## config.mk

```make
export PLATFORM = sky130hd
export DESIGN_NAME = panel_link_seq
export DESIGN_NICKNAME = d
export VERILOG_FILES = /design/src/rtl/link_seq_pkg.sv /design/src/rtl/link_seq_serdes.sv /design/src/rtl/link_seq_ctrl.sv /design/src/rtl/link_seq_words.sv /design/src/rtl/panel_link_seq.sv
export SDC_FILE = /design/constraint.sdc
export NUM_CORES = 1
export LEC_CHECK = 0
export BUFFER_PORTS_ARGS = -buffer_cell sky130_fd_sc_hd__buf_2
export CAP_MARGIN = 20
export CORE_UTILIZATION = 50
export DETAILED_ROUTE_END_ITERATION = 16
export PLACE_DENSITY = 0.74
export SLEW_MARGIN = 5
export SYNTH_ARGS = -nofsm -noshare
export SYNTH_HDL_FRONTEND = slang
export SYNTH_HIERARCHICAL = 1
export SYNTH_SLANG_ARGS = --single-unit
```

## constraint.sdc

```tcl
create_clock -name clk -period 9.7 [get_ports clk]
set_clock_uncertainty 0.2 [all_clocks]
set_input_delay 0.97 -clock clk [delete_from_list [all_inputs] [get_ports clk]]
set_output_delay 0.97 -clock clk [all_outputs]
set_load 0.05 [all_outputs]
```

## src/rtl/link_seq_pkg.sv

```systemverilog
package link_seq_pkg;

  localparam int SYM_W = 10;
  localparam int IDX_W = $clog2(SYM_W);

  localparam logic [SYM_W-1:0] CLK_SHAPE  = 10'b1111100000;
  localparam logic [SYM_W-1:0] SYNC_SHAPE = 10'b1110001110;
  localparam logic [SYM_W-1:0] ALIGN_WORD = 10'b1111100000;

  typedef enum logic [2:0] {
    ST_IDLE,
    ST_VSYNC,
    ST_PREAMBLE,
    ST_COMMAND,
    ST_ACTIVE
  } seq_state_e;

  // Bit of a symbol word on the wire at position idx, MSB first.
  function automatic logic lane_bit(input logic [SYM_W-1:0] w,
                                    input logic [IDX_W-1:0] idx);
    return w[SYM_W-1-int'(idx)];
  endfunction

  // Requested count limited to the number of available slots.
  function automatic int clamp_count(input int req, input int lim);
    return (req > lim) ? lim : req;
  endfunction

endpackage

```

## src/rtl/link_seq_serdes.sv

```systemverilog
module link_seq_serdes
  import link_seq_pkg::*;
(
  input  logic             clk,
  input  logic             rst,
  input  logic             load,
  input  logic             run,
  input  logic [SYM_W-1:0] nxt_data,
  input  logic [SYM_W-1:0] nxt_clk,
  output logic             data_lane,
  output logic             clk_lane,
  output logic             sym_last,
  output logic [SYM_W-1:0] cur_data,
  output logic [IDX_W-1:0] bit_idx
);

  logic [SYM_W-1:0] cur_clk;

  always_ff @(posedge clk) begin
    if (rst) begin
      bit_idx  <= '0;
      cur_data <= '0;
      cur_clk  <= '0;
    end else if (load) begin
      bit_idx  <= '0;
      cur_data <= nxt_data;
      cur_clk  <= nxt_clk;
    end else if (run) begin
      bit_idx  <= bit_idx + 1'b1;
    end
  end

  assign sym_last  = (bit_idx == IDX_W'(SYM_W - 1));
  assign data_lane = lane_bit(cur_data, bit_idx);
  assign clk_lane  = lane_bit(cur_clk, bit_idx);

  // bit position never leaves the symbol
  p_bit_range_r2: assert property (@(posedge clk) disable iff (rst)
    bit_idx < IDX_W'(SYM_W));

  // a symbol word is held until its last bit has gone out
  p_word_hold_r2: assert property (@(posedge clk) disable iff (rst)
    (run && !load) |=> $stable(cur_data));

endmodule

```

## src/rtl/link_seq_ctrl.sv

```systemverilog
module link_seq_ctrl
  import link_seq_pkg::*;
#(
  parameter int SYNC_SYMS = 4,
  parameter int CNT_W     = 8,
  parameter int CMD_MAX   = 4,
  parameter int CMD_REQ_W = 3
) (
  input  logic                 clk,
  input  logic                 rst,
  input  logic                 frame_start,
  input  logic                 sym_last,
  input  logic [CNT_W-1:0]     cfg_pre_len,
  input  logic [CMD_REQ_W-1:0] cfg_cmd_cnt,
  output seq_state_e           state,
  output seq_state_e           nxt_state,
  output logic [CNT_W-1:0]     nxt_cnt,
  output logic                 load
);

  logic [CNT_W-1:0]     cnt;
  logic                 pending;
  logic [CMD_REQ_W-1:0] cmd_n;
  logic                 restart;
  seq_state_e           after_sync;
  seq_state_e           after_pre;

  assign cmd_n   = CMD_REQ_W'(clamp_count(int'(cfg_cmd_cnt), CMD_MAX));
  assign load    = (state == ST_IDLE) ? frame_start : sym_last;
  assign restart = (state == ST_IDLE) ||
                   ((state == ST_ACTIVE) && (pending || frame_start));

  always_comb begin
    after_pre  = (cmd_n != '0) ? ST_COMMAND : ST_ACTIVE;
    after_sync = (cfg_pre_len != '0) ? ST_PREAMBLE : after_pre;
  end

  always_comb begin
    nxt_state = state;
    nxt_cnt   = cnt;
    if (load) begin
      if (restart) begin
        nxt_state = ST_VSYNC;
        nxt_cnt   = '0;
      end else begin
        case (state)
          ST_VSYNC: begin
            if (cnt == CNT_W'(SYNC_SYMS - 1)) begin
              nxt_state = after_sync;
              nxt_cnt   = '0;
            end else begin
              nxt_cnt = cnt + 1'b1;
            end
          end
          ST_PREAMBLE: begin
            if ((cnt + 1'b1) == cfg_pre_len) begin
              nxt_state = after_pre;
              nxt_cnt   = '0;
            end else begin
              nxt_cnt = cnt + 1'b1;
            end
          end
          ST_COMMAND: begin
            if ((cnt + 1'b1) == CNT_W'(cmd_n)) begin
              nxt_state = ST_ACTIVE;
              nxt_cnt   = '0;
            end else begin
              nxt_cnt = cnt + 1'b1;
            end
          end
          default: nxt_cnt = '0;
        endcase
      end
    end
  end

  always_ff @(posedge clk) begin
    if (rst) begin
      state   <= ST_IDLE;
      cnt     <= '0;
      pending <= 1'b0;
    end else begin
      state   <= nxt_state;
      cnt     <= nxt_cnt;
      pending <= load ? 1'b0 : (pending || ((state == ST_ACTIVE) && frame_start));
    end
  end

  // sync phase never runs past its symbol count
  p_sync_len_r4: assert property (@(posedge clk) disable iff (rst)
    (state == ST_VSYNC) |-> (cnt < CNT_W'(SYNC_SYMS)));

  // a sync phase is entered only from idle or active video
  p_sync_entry_r10: assert property (@(posedge clk) disable iff (rst)
    ((state == ST_VSYNC) && ($past(state) != ST_VSYNC)) |->
      (($past(state) == ST_IDLE) || ($past(state) == ST_ACTIVE)));

  // command phase stays within the clamped count
  p_cmd_len_r6: assert property (@(posedge clk) disable iff (rst)
    (state == ST_COMMAND) |-> (cnt < CNT_W'(CMD_MAX)));

endmodule

```

## src/rtl/link_seq_words.sv

```systemverilog
module link_seq_words
  import link_seq_pkg::*;
#(
  parameter int CMD_MAX = 4,
  parameter int CNT_W   = 8
) (
  input  logic                     clk,
  input  logic                     rst,
  input  logic                     load,
  input  seq_state_e               state,
  input  seq_state_e               nxt_state,
  input  logic [CNT_W-1:0]         nxt_cnt,
  input  logic                     pix_valid,
  input  logic [3*SYM_W-1:0]       pix_data,
  input  logic [CMD_MAX*SYM_W-1:0] cmd_words,
  input  logic [SYM_W-1:0]         cur_data,
  output logic [SYM_W-1:0]         nxt_data,
  output logic [SYM_W-1:0]         nxt_clk,
  output logic                     pix_take,
  output logic                     underflow
);

  localparam int CI_W = (CMD_MAX > 1) ? $clog2(CMD_MAX) : 1;

  logic [SYM_W-1:0]   cmd_arr [CMD_MAX];
  logic [SYM_W-1:0]   cmd_sel;
  logic [3*SYM_W-1:0] pix_q;
  logic [1:0]         rgb;
  logic               want_pixel;
  logic               starve;
  logic               enter_active;

  for (genvar g = 0; g < CMD_MAX; g++) begin : g_cmd
    assign cmd_arr[g] = cmd_words[g*SYM_W +: SYM_W];
  end

  assign cmd_sel = (nxt_cnt < CNT_W'(CMD_MAX)) ? cmd_arr[nxt_cnt[CI_W-1:0]] : '0;

  assign enter_active = load && (nxt_state == ST_ACTIVE);
  assign want_pixel   = enter_active && (rgb == 2'd0);
  assign pix_take     = want_pixel && pix_valid;
  assign starve       = want_pixel && !pix_valid;

  always_comb begin
    nxt_clk = (nxt_state == ST_VSYNC) ? SYNC_SHAPE : CLK_SHAPE;
    case (nxt_state)
      ST_PREAMBLE: nxt_data = ALIGN_WORD;
      ST_COMMAND:  nxt_data = cmd_sel;
      ST_ACTIVE: begin
        case (rgb)
          2'd0:    nxt_data = pix_valid ? pix_data[3*SYM_W-1 -: SYM_W] : cur_data;
          2'd1:    nxt_data = pix_q[2*SYM_W-1 -: SYM_W];
          default: nxt_data = pix_q[SYM_W-1:0];
        endcase
      end
      default:     nxt_data = '0;
    endcase
  end

  always_ff @(posedge clk) begin
    if (rst) begin
      rgb       <= 2'd0;
      pix_q     <= '0;
      underflow <= 1'b0;
    end else begin
      underflow <= underflow || starve;
      if (load && (nxt_state == ST_VSYNC)) begin
        rgb <= 2'd0;
      end else if (enter_active) begin
        if (rgb == 2'd0) begin
          if (pix_valid) begin
            pix_q <= pix_data;
            rgb   <= 2'd1;
          end
        end else begin
          rgb <= (rgb == 2'd2) ? 2'd0 : rgb + 2'd1;
        end
      end
    end
  end

  // starvation flag is sticky
  p_underflow_sticky_r8: assert property (@(posedge clk) disable iff (rst)
    underflow |=> underflow);

  // a captured pixel's red word is the next symbol on the wire
  p_take_red_r7: assert property (@(posedge clk) disable iff (rst)
    pix_take |=> ((state == ST_ACTIVE) &&
                  (cur_data == $past(pix_data[3*SYM_W-1 -: SYM_W]))));

  // a starved boundary resends the previous symbol
  p_starve_repeat_r8: assert property (@(posedge clk) disable iff (rst)
    starve |=> (cur_data == $past(cur_data)));

endmodule

```

## src/rtl/panel_link_seq.sv

```systemverilog
module panel_link_seq
  import link_seq_pkg::*;
#(
  parameter int SYNC_SYMS = 4,
  parameter int CNT_W     = 8,
  parameter int CMD_MAX   = 4,
  parameter int CMD_REQ_W = 3
) (
  input  logic                     clk,
  input  logic                     rst,
  input  logic                     frame_start,
  input  logic                     pix_valid,
  input  logic [3*SYM_W-1:0]       pix_data,
  input  logic [CMD_MAX*SYM_W-1:0] cmd_words,
  input  logic [CNT_W-1:0]         cfg_pre_len,
  input  logic [CMD_REQ_W-1:0]     cfg_cmd_cnt,
  output logic                     data_lane,
  output logic                     clk_lane,
  output logic                     pix_take,
  output logic                     underflow
);

  seq_state_e       state;
  seq_state_e       nxt_state;
  logic [CNT_W-1:0] nxt_cnt;
  logic             load;
  logic             sym_last;
  logic [SYM_W-1:0] nxt_data;
  logic [SYM_W-1:0] nxt_clk;
  logic [SYM_W-1:0] cur_data;
  logic [IDX_W-1:0] bit_idx;
  logic             run;

  assign run = (state != ST_IDLE);

  link_seq_ctrl #(
    .SYNC_SYMS (SYNC_SYMS),
    .CNT_W     (CNT_W),
    .CMD_MAX   (CMD_MAX),
    .CMD_REQ_W (CMD_REQ_W)
  ) u_ctrl (
    .clk         (clk),
    .rst         (rst),
    .frame_start (frame_start),
    .sym_last    (sym_last),
    .cfg_pre_len (cfg_pre_len),
    .cfg_cmd_cnt (cfg_cmd_cnt),
    .state       (state),
    .nxt_state   (nxt_state),
    .nxt_cnt     (nxt_cnt),
    .load        (load)
  );

  link_seq_words #(
    .CMD_MAX (CMD_MAX),
    .CNT_W   (CNT_W)
  ) u_words (
    .clk       (clk),
    .rst       (rst),
    .load      (load),
    .state     (state),
    .nxt_state (nxt_state),
    .nxt_cnt   (nxt_cnt),
    .pix_valid (pix_valid),
    .pix_data  (pix_data),
    .cmd_words (cmd_words),
    .cur_data  (cur_data),
    .nxt_data  (nxt_data),
    .nxt_clk   (nxt_clk),
    .pix_take  (pix_take),
    .underflow (underflow)
  );

  link_seq_serdes u_serdes (
    .clk       (clk),
    .rst       (rst),
    .load      (load),
    .run       (run),
    .nxt_data  (nxt_data),
    .nxt_clk   (nxt_clk),
    .data_lane (data_lane),
    .clk_lane  (clk_lane),
    .sym_last  (sym_last),
    .cur_data  (cur_data),
    .bit_idx   (bit_idx)
  );

  // both lanes quiet while idle
  p_idle_quiet_r1: assert property (@(posedge clk) disable iff (rst)
    (state == ST_IDLE) |-> (!data_lane && !clk_lane && !underflow));

  // normal clock shape outside the sync phase
  p_clk_shape_r3: assert property (@(posedge clk) disable iff (rst)
    ((state == ST_PREAMBLE) || (state == ST_COMMAND) || (state == ST_ACTIVE)) |->
      (clk_lane == (bit_idx < IDX_W'(5))));

  // sync shape on the clock lane, data lane low
  p_sync_shape_r4: assert property (@(posedge clk) disable iff (rst)
    (state == ST_VSYNC) |->
      ((clk_lane == SYNC_SHAPE[SYM_W-1-int'(bit_idx)]) && !data_lane));

  // alignment pattern on the data lane during preamble
  p_pre_data_r5: assert property (@(posedge clk) disable iff (rst)
    (state == ST_PREAMBLE) |-> (data_lane == (bit_idx < IDX_W'(5))));

endmodule

```

=== After elaboration in Yosys (flattened, before gate mapping) ===
Cells that the tools add are included.

* Add/sub/neg operators: 4
* Magnitude comparators: 4
* Eq/ne operators: 16
* Multiplexer cells: 33
* Bitwise gates (word level): 2
* Reduce and logical (&&, ||, !) cells: 22

{| class="wikitable"
|+ Operators with widths
! operator !! count
|-
| 10-bit two-way mux || 4
|-
| 8-bit two-way mux || 5
|-
| 32-bit by 6-bit less-than comparator with 1-bit output (second input constant) || 1
|-
| 10-bit case mux with 3 select lines || 1
|-
| 3-bit two-way mux || 8
|-
| 8-bit case mux with 3 select lines || 1
|-
| 10-bit binary-select mux with 2-bit select || 1
|-
| 10-bit case mux with 2 select lines || 1
|-
| 3-bit by 2-bit equality test with 1-bit output (second input constant) || 4
|-
| 3-bit case mux with 3 select lines || 1
|-
| 8-bit by 1-bit adder with 8-bit output (second input constant) || 1
|-
| 1-bit binary-select mux with 4-bit select || 2
|-
| 8-bit by 2-bit equality test with 1-bit output (second input constant) || 1
|-
| 8-bit by 3-bit equality test with 1-bit output || 1
|-
| 8-bit equality test || 1
|-
| 8-bit by 3-bit less-than comparator with 1-bit output (second input constant) || 1
|-
| 8-bit nonzero test || 1
|-
| 1-bit logical AND || 7
|-
| 7-bit two-way mux || 1
|-
| 3-bit by 1-bit equality test with 1-bit output (second input constant) || 2
|-
| 3-bit equality test (second input constant) || 2
|-
| 2-bit two-way mux || 3
|-
| 3-bit nonzero test || 2
|-
| 1-bit two-way mux || 5
|-
| other kinds (19) || 24
|}

* Bits in registers: 59
* Input port bits: 85
* Output and inout port bits: 4
* Logic and storage cells: 90

=== Longest topological paths before layout ===
Gate-level depths: netlist (run 1).

* Depth after elaboration: 14
* Mapped depth: 18
* Depth with buffers taken out: 16

=== By module ===
The synthesis (run 1) kept the hierarchy.

{| class="wikitable"
|+ By module, submodules not included
! module !! times used !! cells each !! area an instance (um^2) !! sequential area each (um^2)
|-
| link_seq_words || 1 || 174 || 1640.3 || 460.4
|-
| link_seq_ctrl || 1 || 180 || 1290.0 || 240.2
|-
| link_seq_serdes || 1 || 105 || 1089.8 || 480.5
|-
| panel_link_seq || 1 || 1 || 6.3 || 0.0
|}

=== Worst setup path after synthesis (run 1) ===
OpenSTA, ideal clock, no wires.

* Kind: input port to output port
* From: input port cfg_cmd_cnt[1]
* To: output port pix_take
* Data arrival time: 3.576 ns
* Setup slack: 4.954 ns
* Stages on the path: 10
* Path buffers: 1
* Path through: xor2_1 -> or4_1 -> a222oi_1 -> a21oi_1 -> o21ai_0 -> nand2_1 -> nor3b_4 -> nand4_2 -> buf_6 -> inv_1

* Longest elaborated chain between the ends: 13

{| class="wikitable"
|+ Ends and longest elaborated chain
! element !! line !! RTL
|-
| from (decl) || panel_link_seq.sv:16 || <nowiki>input logic [CMD_REQ_W-1:0] cfg_cmd_cnt,</nowiki>
|-
| 3-bit greater-than comparator || link_seq_pkg.sv:26 || <nowiki>return (req > lim) ? lim : req;</nowiki>
|-
| 3-bit two-way mux * || link_seq_pkg.sv:26 ||
|-
| 3-bit nonzero test || link_seq_ctrl.sv:34 || <nowiki>after_pre = (cmd_n != '0) ? ST_COMMAND : ST_ACTIVE;</nowiki>
|-
| 3-bit two-way mux || link_seq_ctrl.sv:34 ||
|-
| 3-bit two-way mux || link_seq_ctrl.sv:35 || <nowiki>after_sync = (cfg_pre_len != '0) ? ST_PREAMBLE : after_pre;</nowiki>
|-
| 3-bit two-way mux || link_seq_ctrl.sv:48 || <nowiki>if (cnt == CNT_W'(SYNC_SYMS - 1)) begin</nowiki>
|-
| 3-bit case mux with 3 select lines * || link_seq_ctrl.sv:46 || <nowiki>case (state)</nowiki>
|-
| 3-bit two-way mux * || link_seq_ctrl.sv:42 || <nowiki>if (restart) begin</nowiki>
|-
| 3-bit two-way mux * || link_seq_ctrl.sv:41 || <nowiki>if (load) begin</nowiki>
|-
| via nxt_state[1] || panel_link_seq.sv:24 || <nowiki>seq_state_e nxt_state;</nowiki>
|-
| 3-bit equality test * || link_seq_words.sv:39 || <nowiki>assign enter_active = load && (nxt_state == ST_ACTIVE);</nowiki>
|-
| 1-bit logical AND * || link_seq_words.sv:39 ||
|-
| 1-bit logical AND * || link_seq_words.sv:40 || <nowiki>assign want_pixel = enter_active && (rgb == 2'd0);</nowiki>
|-
| 1-bit logical AND * || link_seq_words.sv:41 || <nowiki>assign pix_take = want_pixel && pix_valid;</nowiki>
|-
| to (decl) || panel_link_seq.sv:19 || <nowiki>output logic pix_take,</nowiki>
|}

The timed path passes the listed nets; every way through them passes the cells marked *.

=== Worst setup path after layout (run 1) ===
* From: register u_ctrl.cnt[0]
* To: output port pix_take

* Longest elaborated chain between the ends: 10

{| class="wikitable"
|+ Ends and longest elaborated chain
! element !! line !! RTL
|-
| from (decl) || link_seq_ctrl.sv:21 || <nowiki>logic [CNT_W-1:0] cnt;</nowiki>
|-
| from (signal assigned) || link_seq_ctrl.sv:84 || <nowiki>cnt <= nxt_cnt;</nowiki>
|-
| 8-bit by 1-bit adder with 8-bit output || link_seq_ctrl.sv:56, link_seq_ctrl.sv:64 ||
|-
| 8-bit by 3-bit equality test with 1-bit output or 8-bit equality test (tied branches) || link_seq_ctrl.sv:64, link_seq_ctrl.sv:56 ||
|-
| 3-bit two-way mux, on equally long branches || link_seq_ctrl.sv:64, link_seq_ctrl.sv:56 ||
|-
| 3-bit case mux with 3 select lines * || link_seq_ctrl.sv:46 ||
|-
| 3-bit two-way mux * || link_seq_ctrl.sv:42 ||
|-
| 3-bit two-way mux * || link_seq_ctrl.sv:41 ||
|-
| via nxt_state[1] || panel_link_seq.sv:24 ||
|-
| 3-bit equality test * || link_seq_words.sv:39 ||
|-
| 1-bit logical AND * || link_seq_words.sv:39 ||
|-
| 1-bit logical AND * || link_seq_words.sv:40 ||
|-
| 1-bit logical AND * || link_seq_words.sv:41 ||
|}

Marked as above.

==> metrics, run 1 <==
FF+latch count, synth 59; placed cell count approximately 600; Worst path max stage delay roughly 820 ps; drt via density slightly below 6; commonest non-fill, non-tap cell in the layout buf_2; Seq/Total Area, Yosys 0.293; Congestion Overflow GR 0; RD Place Congestion 0.935; CTS tree yes; Synth cell types 65; Clock transition at path regs about 60 ps; Worst Hold Class reg -> reg; PostCTS Resize Cnt 0; final slew viol count 0; post-route ant nets 0; largest net degree at the start of global routing 62; initial antenna violation count 0; Req. time, crit path 8530 ps; Fillers just over 700; Worst path slowest cell nand4_2; min Tclk post-route 6300 ps; maxcap violations 0; buffers added on ports 88; Area growth syn-to-layout 14.6%; YS warnings 6; Setup violations, final 0; peak fanout along the critical path 22; drt initial violations approximately 230; final core occ 0.594; Worst-Margin Slew approximately 900 ps; Global Route Usage Sum 0.235; Core Footprint ~7800 um^2; first-pass GRT wire length roughly 16000 um; final setup margin about 3400 ps; Cell Area, Synth about 4000 um^2; WL/cell roughly 15 um; Max Freq roughly 0.16 GHz; proportion of layout cells with a drive suffix above 1 0.258; Synth Flop Type dfxtp_1; Worst EP arrival around 5100 ps; Row Count 32; hold_buf cts 0; vias in the first global route 3401; Async SR Flop Fraction 0; Initial Util 0.518; Slew headroom 0.401; DP HPWL 7370 um; cell leakage power about 2.1 nW; PD cells 119 nW/um^2; Startpoint Class flop; Post-synth EDFFs 0; fin nets slightly above 600; total die area between 8000 and 9000 um^2; Antenna Cells 0; Crit. End Element output pin; status complete, no violations; Final Hold Viols 0; H-tree levels 3; Place WS between 3000 and 4000 ps; Die Y 91.7 um; setup bufs post-CTS 0; Post-Syn Area per Cell ~8.8 um^2; Post-Layout Cell Count between 600 and 700; Root Buffer clkbuf_8; most frequent cells in the layout 88 x buf_2, 59 x dfxtp_1, 57 x mux2i_1, 55 x nor2_1, 32 x nand2_1; CP Cell Sequence ha_1 -> xor2_1 -> or4_1 -> a222oi_1 -> a21oi_1 -> o21ai_0 -> nand2_1 -> nor3b_4 -> nand4_2 -> inv_1 -> buf_2; R2R Setup Slk approximately 4600 ps; maximum VDD drop just over 100 uV; Final Routed Wirelength between 9000 and 10000 um; Tcrit/Tclk final 0.649; RSZ-0062 raised after global routing false; I/O pin cnt 89; CP Class reg -> out; drt first pass iters 5; cell count after synthesis 460; via count between 3000 and 4000; total CTS buffers 9; clk buf depth 2; clock latency on the worst-skew pair 340 ps; die width just over 90 um; total negative slack 0 ps; clock net sink count slightly below 60; drt drc 0
==> final timing paths <==
check                                       start                 to  depth (start not counted)
worst min register to register  u_words/underflow  u_words/underflow                          2
worst min-delay path            u_words/underflow  u_words/underflow                          2
worst max register to register      u_ctrl/cnt[0]  u_words/pix_q[18]                         11
worst max-delay path                u_ctrl/cnt[0]           pix_take                         11
==> cell families (layout without fill, tap and decap cells) <==
kind of cell	Yosys count	after routing	synth area share
compound gates	87	87	0.156
xor+xnor	17	17	0.0370
fa+ha+maj	5	5	0.0155
buf+inv	53	120	0.0674
flops	59	59	0.293
mux	76	76	0.228
other cells	2	5	0.00187
simple gates	161	161	0.201
==> critical path, delay by kind of cell (launching register included) <==
family / cells / cell delay (ps)
buffers and inverters: 2 / 460
xor gates and xnor gates: 1 / 150
AOI/OAI and AO/OA: 3 / 1130
adders and majority gates: 1 / 380
DFF: 1 / 550
and+or+nand+nor: 4 / 2110
==> routing by layer <==
metal | global-route usage | part of all wire | vias up
met1 | 0.308 | 0.45 | 1729
met3 | 0.0464 | 0.056 | 15
met4 | 0.0703 | 0.014 | 0
met2 | 0.391 | 0.48 | 131
met5 | 0 | 0 | -
li1 | - | - | 1808
==> where the power goes <==
part	total [mW]	switching [mW]	internal, mW
Sequential	0.250	0.00414	0.246
Clock	0.239	0.0951	0.144
Combinational	0.0606	0.0295	0.0311
==> Yosys cell counts (3+ instances only) <==
library cell / n / area [um^2]
clkbuf_1: 18 / 67.6
mux2i_1: 57 / 571
or3_1: 9 / 56.3
nand2_1: 32 / 120
mux4_2: 12 / 270
dfxtp_1: 59 / 1180
buf_6: 3 / 33.8
a32o_1: 3 / 30.0
inv_1: 12 / 45.0
and3_1: 3 / 18.8
nor2_1: 55 / 206
nor2b_1: 5 / 31.3
xor2_1: 9 / 78.8
a211oi_1: 5 / 37.5
nand2b_1: 3 / 18.8
o22ai_1: 6 / 37.5
o21ai_0: 12 / 60.1
nand3_1: 13 / 65.1
a22o_1: 8 / 70.1
or4_1: 4 / 30.0
a21oi_1: 18 / 90.1
o21ai_1: 4 / 20.0
buf_2: 7 / 35.0
ha_1: 5 / 62.6
buf_4: 11 / 82.6
mux2_2: 7 / 78.8
xnor2_1: 8 / 70.1
o2111ai_1: 4 / 35.0
nor3_1: 15 / 75.1
and2_1: 4 / 25.0
o31ai_1: 4 / 30.0
a31oi_1: 4 / 25.0
==> registers in the layout (all words and copies together), names as in the netlist <==
name and cells:
u_ctrl/cnt 8, u_words/rgb 2, u_ctrl/pending 1, u_serdes/cur_clk 10, u_ctrl/state 3, u_serdes/bit_idx 4, u_serdes/cur_data 10, u_words/pix_q 20
u_words/underflow 1
==> area by class of cell <==
class	count	area [um^2]	area share
sequential	59	1180	0.256
timing repair buffer	91	463	0.100
inverter	13	48.8	0.0106
clock inverter	5	77.6	0.0168
tap	102	128	0.0277
multi-input combinational	351	2580	0.560
clock buffer	11	131	0.0285
==> stage by stage <==
stage | hold WS [ps] | power (mW) | instance area [um^2]
after floorplan | 254 | 0.293 | 4040
after global placement | 261 | 0.314 | 4410
after detailed placement | 275 | 0.316 | 4410
after CTS | 290 | 0.553 | 4610
after global routing | 323 | 0.573 | 4610
final | 284 | 0.549 | 4610
(Power assumes the default switching activity.)
==> inputs of run 2 (changes only) <==
Settings changed: ABC_AREA from default to 1.
Clock period 9.7 ns to 6.45 ns, I/O delays scaled along.
==> run 2 against run 1 <==
Net effect:
- utilization fell by 1.0 points
- largest power group unchanged
- highest routed layer unchanged
- area after synthesis rose by 9.6%
- non-clock buffer count fell by 3
- via count rose by 28%
- hold slack got worse by 24 ps
- first-iteration DRC count fell by 23%
==> metrics, run 2 <==
YS warnings 6 (unchanged); Max Freq between 0.2 and 0.25 GHz; clk buf depth 2 (unchanged); clock latency on the worst-skew pair 330 ps (was 340 ps); largest net degree at the start of global routing 54 (was 62); Post-synth top cells 212 x nand2_1, 103 x nor2_1, 90 x inv_1, 70 x nand3_1, 59 x dfxtp_1 (was 59 x dfxtp_1, 57 x mux2i_1, 55 x nor2_1, 32 x nand2_1); worst hold stages 2 (unchanged); buffers added on ports 88 (unchanged); Post-Syn Area per Cell 5.88 um^2 (was 8.75 um^2); Area growth syn-to-layout 10.9% (was 14.6%); Synth cell types 39 (was 65); Post-synth EDFFs 0 (unchanged); Worst path slowest cell nor2_8 (was nand4_2); Antenna Cells 0 (unchanged); Slew headroom 0.397 (was 0.401); largest area contributor in the netlist dfxtp_1 (unchanged); drt drc 0 (unchanged); CTS tree yes (unchanged); Root Buffer clkbuf_8 (unchanged); top cell family by delay on the critical path simple AND/OR/NAND/NOR gates (unchanged); die width 95.9 um (was 91.7 um); Critical Path Most Common Cell inv_1; Reg-to-Reg Start u_serdes/bit_idx[1] (was u_ctrl/cnt[0]); post-route ant nets 0 (unchanged); cell leakage power 2.52 nW (was 2.11 nW); H-tree levels 3 (unchanged); GRT Max-Usage Layer met2 (unchanged); setup bufs post-CTS 0 (unchanged); Setup violations, final 0 (unchanged); crit path launch u_serdes/bit_idx[1] (was u_ctrl/cnt[0]); Cell Area, Synth 4410 um^2 (was 4030 um^2); R2R Setup Slk 2440 ps (was 4580 ps); Tcrit/Tclk final 0.709; PD cells 233 nW/um^2 (was 119 nW/um^2); Initial Util 0.526 (was 0.518); maximum VDD drop 118 uV (was 102 uV); Worst-Margin Slew 904 ps (was 897 ps); total negative slack 0 ps (unchanged); clock net sink count 59 (unchanged); Startpoint Class flop (unchanged); hold_sp u_serdes/cur_clk[3] (was u_words/underflow); CP Cell Sequence inv_1 -> ha_1 -> ha_1 -> nand2_1 -> inv_1 -> inv_1 -> o21ai_2 -> clkinv_1 -> nor2_1 -> nand2_1 -> nand2_1 -> nand3_2 -> nor2_8 -> nand2_4 -> inv_1 -> buf_2 (was ha_1 -> xor2_1 -> or4_1 -> a222oi_1 -> a21oi_1 -> o21ai_0 -> nand2_1 -> nor3b_4 -> nand4_2 -> inv_1 -> buf_2); fin nets 905 (was 615); met2 global-route usage 0.444 (was 0.391); Worst EP arrival 3730 ps (was 5130 ps); hold_buf cts 0 (unchanged); PostCTS Resize Cnt 0 (unchanged); maxcap violations 0 (unchanged); Async SR Flop Fraction 0 (unchanged); Req. time, crit path 5600 ps (was 8530 ps); total CTS buffers 9 (unchanged); vias in the first global route 4316 (was 3401); Synth Flop Type dfxtp_1 (unchanged); Worst Hold Class reg -> reg (unchanged); GR met1 Demand/Resource 0.315 (was 0.308); Core Footprint 8380 um^2 (was 7770 um^2); min Tclk post-route approximately 4600 ps; I/O pin cnt 89 (unchanged); peak fanout along the critical path 42 (was 22); initial antenna violation count 0 (unchanged); proportion of layout cells with a drive suffix above 1 0.174 (was 0.258); Largest regs u_words/pix_q: 20 flops, u_serdes/cur_clk: 10 flops, u_serdes/cur_data: 10 flops (unchanged); top post-synthesis cells by area dfxtp_1 27%, nand2_1 18%, nor2_1 8.8% (was dfxtp_1 29%, mux2i_1 14%, mux4_2 6.7%); Critical path buffers and inverters 6 (was 2); commonest non-fill, non-tap cell in the layout nand2_1 (was buf_2); most flop-heavy register u_words/pix_q (unchanged); FF-to-FF path depth 17 (was 11); most frequent cells in the layout 212 x nand2_1, 103 x nor2_1, 90 x inv_1, 88 x buf_2, 70 x nand3_1 (was 88 x buf_2, 59 x dfxtp_1, 57 x mux2i_1, 55 x nor2_1, 32 x nand2_1); final slew viol count 0 (unchanged); RD Place Congestion 0.938 (was 0.935); DP HPWL 8520 um (was 7370 um); Row Count 33 (was 32); RR Endpoint u_serdes/cur_data[2] (was u_words/pix_q[18]); area share of the largest cell type after synthesis 0.268 (was 0.293); RSZ-0062 raised after global routing false (unchanged); Final Routed Wirelength 11000 um (was 9740 um); first-pass GRT wire length 18700 um (was 15800 um); max FFs per register 20 (unchanged); CP Class reg -> out (unchanged); drt via density 5.12 (was 5.83); WL/cell 12.0 um (was 15.4 um); cell count after synthesis 750 (was 460); Global Route Usage Sum 0.258 (was 0.235); Seq/Total Area, Yosys 0.268 (was 0.293); fin area 4890 um^2 (was 4610 um^2); count leader, synth nand2_1 (was dfxtp_1); FF+latch count, synth 59 (unchanged); status complete, no violations (unchanged); Clock transition at path regs 60 ps (about the same); Final Hold Viols 0 (unchanged); DP Area 4730 um^2 (was 4410 um^2); total die area 9210 um^2 (was 8420 um^2); drt first pass iters 5 (unchanged); Hold EP u_serdes/cur_clk[3] (was u_words/underflow); GR Util met3 0.0379 (was 0.0464); Die Y 95.9 um (was 91.7 um); Crit. End Element output pin (unchanged); Worst path max stage delay 500 ps (was 820 ps); Congestion Overflow GR 0 (unchanged); via count 4730 (was 3683); drt initial violations 180 (was 234)
-- run 2: cell families after synthesis --
| group | share of synthesized area |
|---|---|
| and+or+nand+nor | 0.429 |
| buffers and inverters | 0.146 |
| AOI/OAI and AO/OA | 0.138 |
| DFF | 0.268 |
| adders and majority gates | 0.0142 |
| xor gates and xnor gates | 0.00397 |
| other | 0.00170 |
-- run 2: layer usage --
layer	wire length, um	share of wire
met1	5020	0.46
met2	5260	0.48
met3	460	0.042
met4	286	0.026
met5	0	0
-- run 2: worst reg2reg max path, delay by kind of cell, from the launching register on --
kind	cells	cell delay, ps
buf+inv	5	1250
compound gates	4	910
simple gates	6	870
flops	1	410
fa+ha+maj	2	290
-- run 2: stage by stage --
step                setup WS, ps  hold slack, ps  cells  power [mW]   util
floorplan                   2830             234    753       0.791      -
global placement            2360             248    909       0.843  0.564
detailed placement          2230             255    909       0.851  0.564
CTS                         1850             265    923        1.15  0.584
global route                1410             281    923        1.23  0.584
finish                      1880             260    923        1.14  0.584
-- run 2: worst max path at each step --
stage          endpoint  depth (start not counted)  slack [ps]
3_3_place_gp   pix_take                         16        2360
2_1_floorplan  pix_take                         17        2830
3_5_place_dp   pix_take                         16        2230
6_report       pix_take                         16        1880
5_1_grt        pix_take                         16        1410
4_1_cts        pix_take                         16        1850
-- run 2: power breakdown --
part	internal [mW]	leakage (nW)	total, mW	switching [mW]
Combinational	0.132	1.95	0.393	0.261
Sequential	0.411	0.480	0.452	0.0407
Clock	0.155	0.0843	0.294	0.138
-- run 2: area by class of cell --
class                      count  area (um^2)
timing repair buffer          88          440
sequential                    59         1180
clock buffer                  12          155
clock inverter                 2         12.5
multi-input combinational    558         2600
tap                          105          131
inverter                      99          374
fill                         875         3490
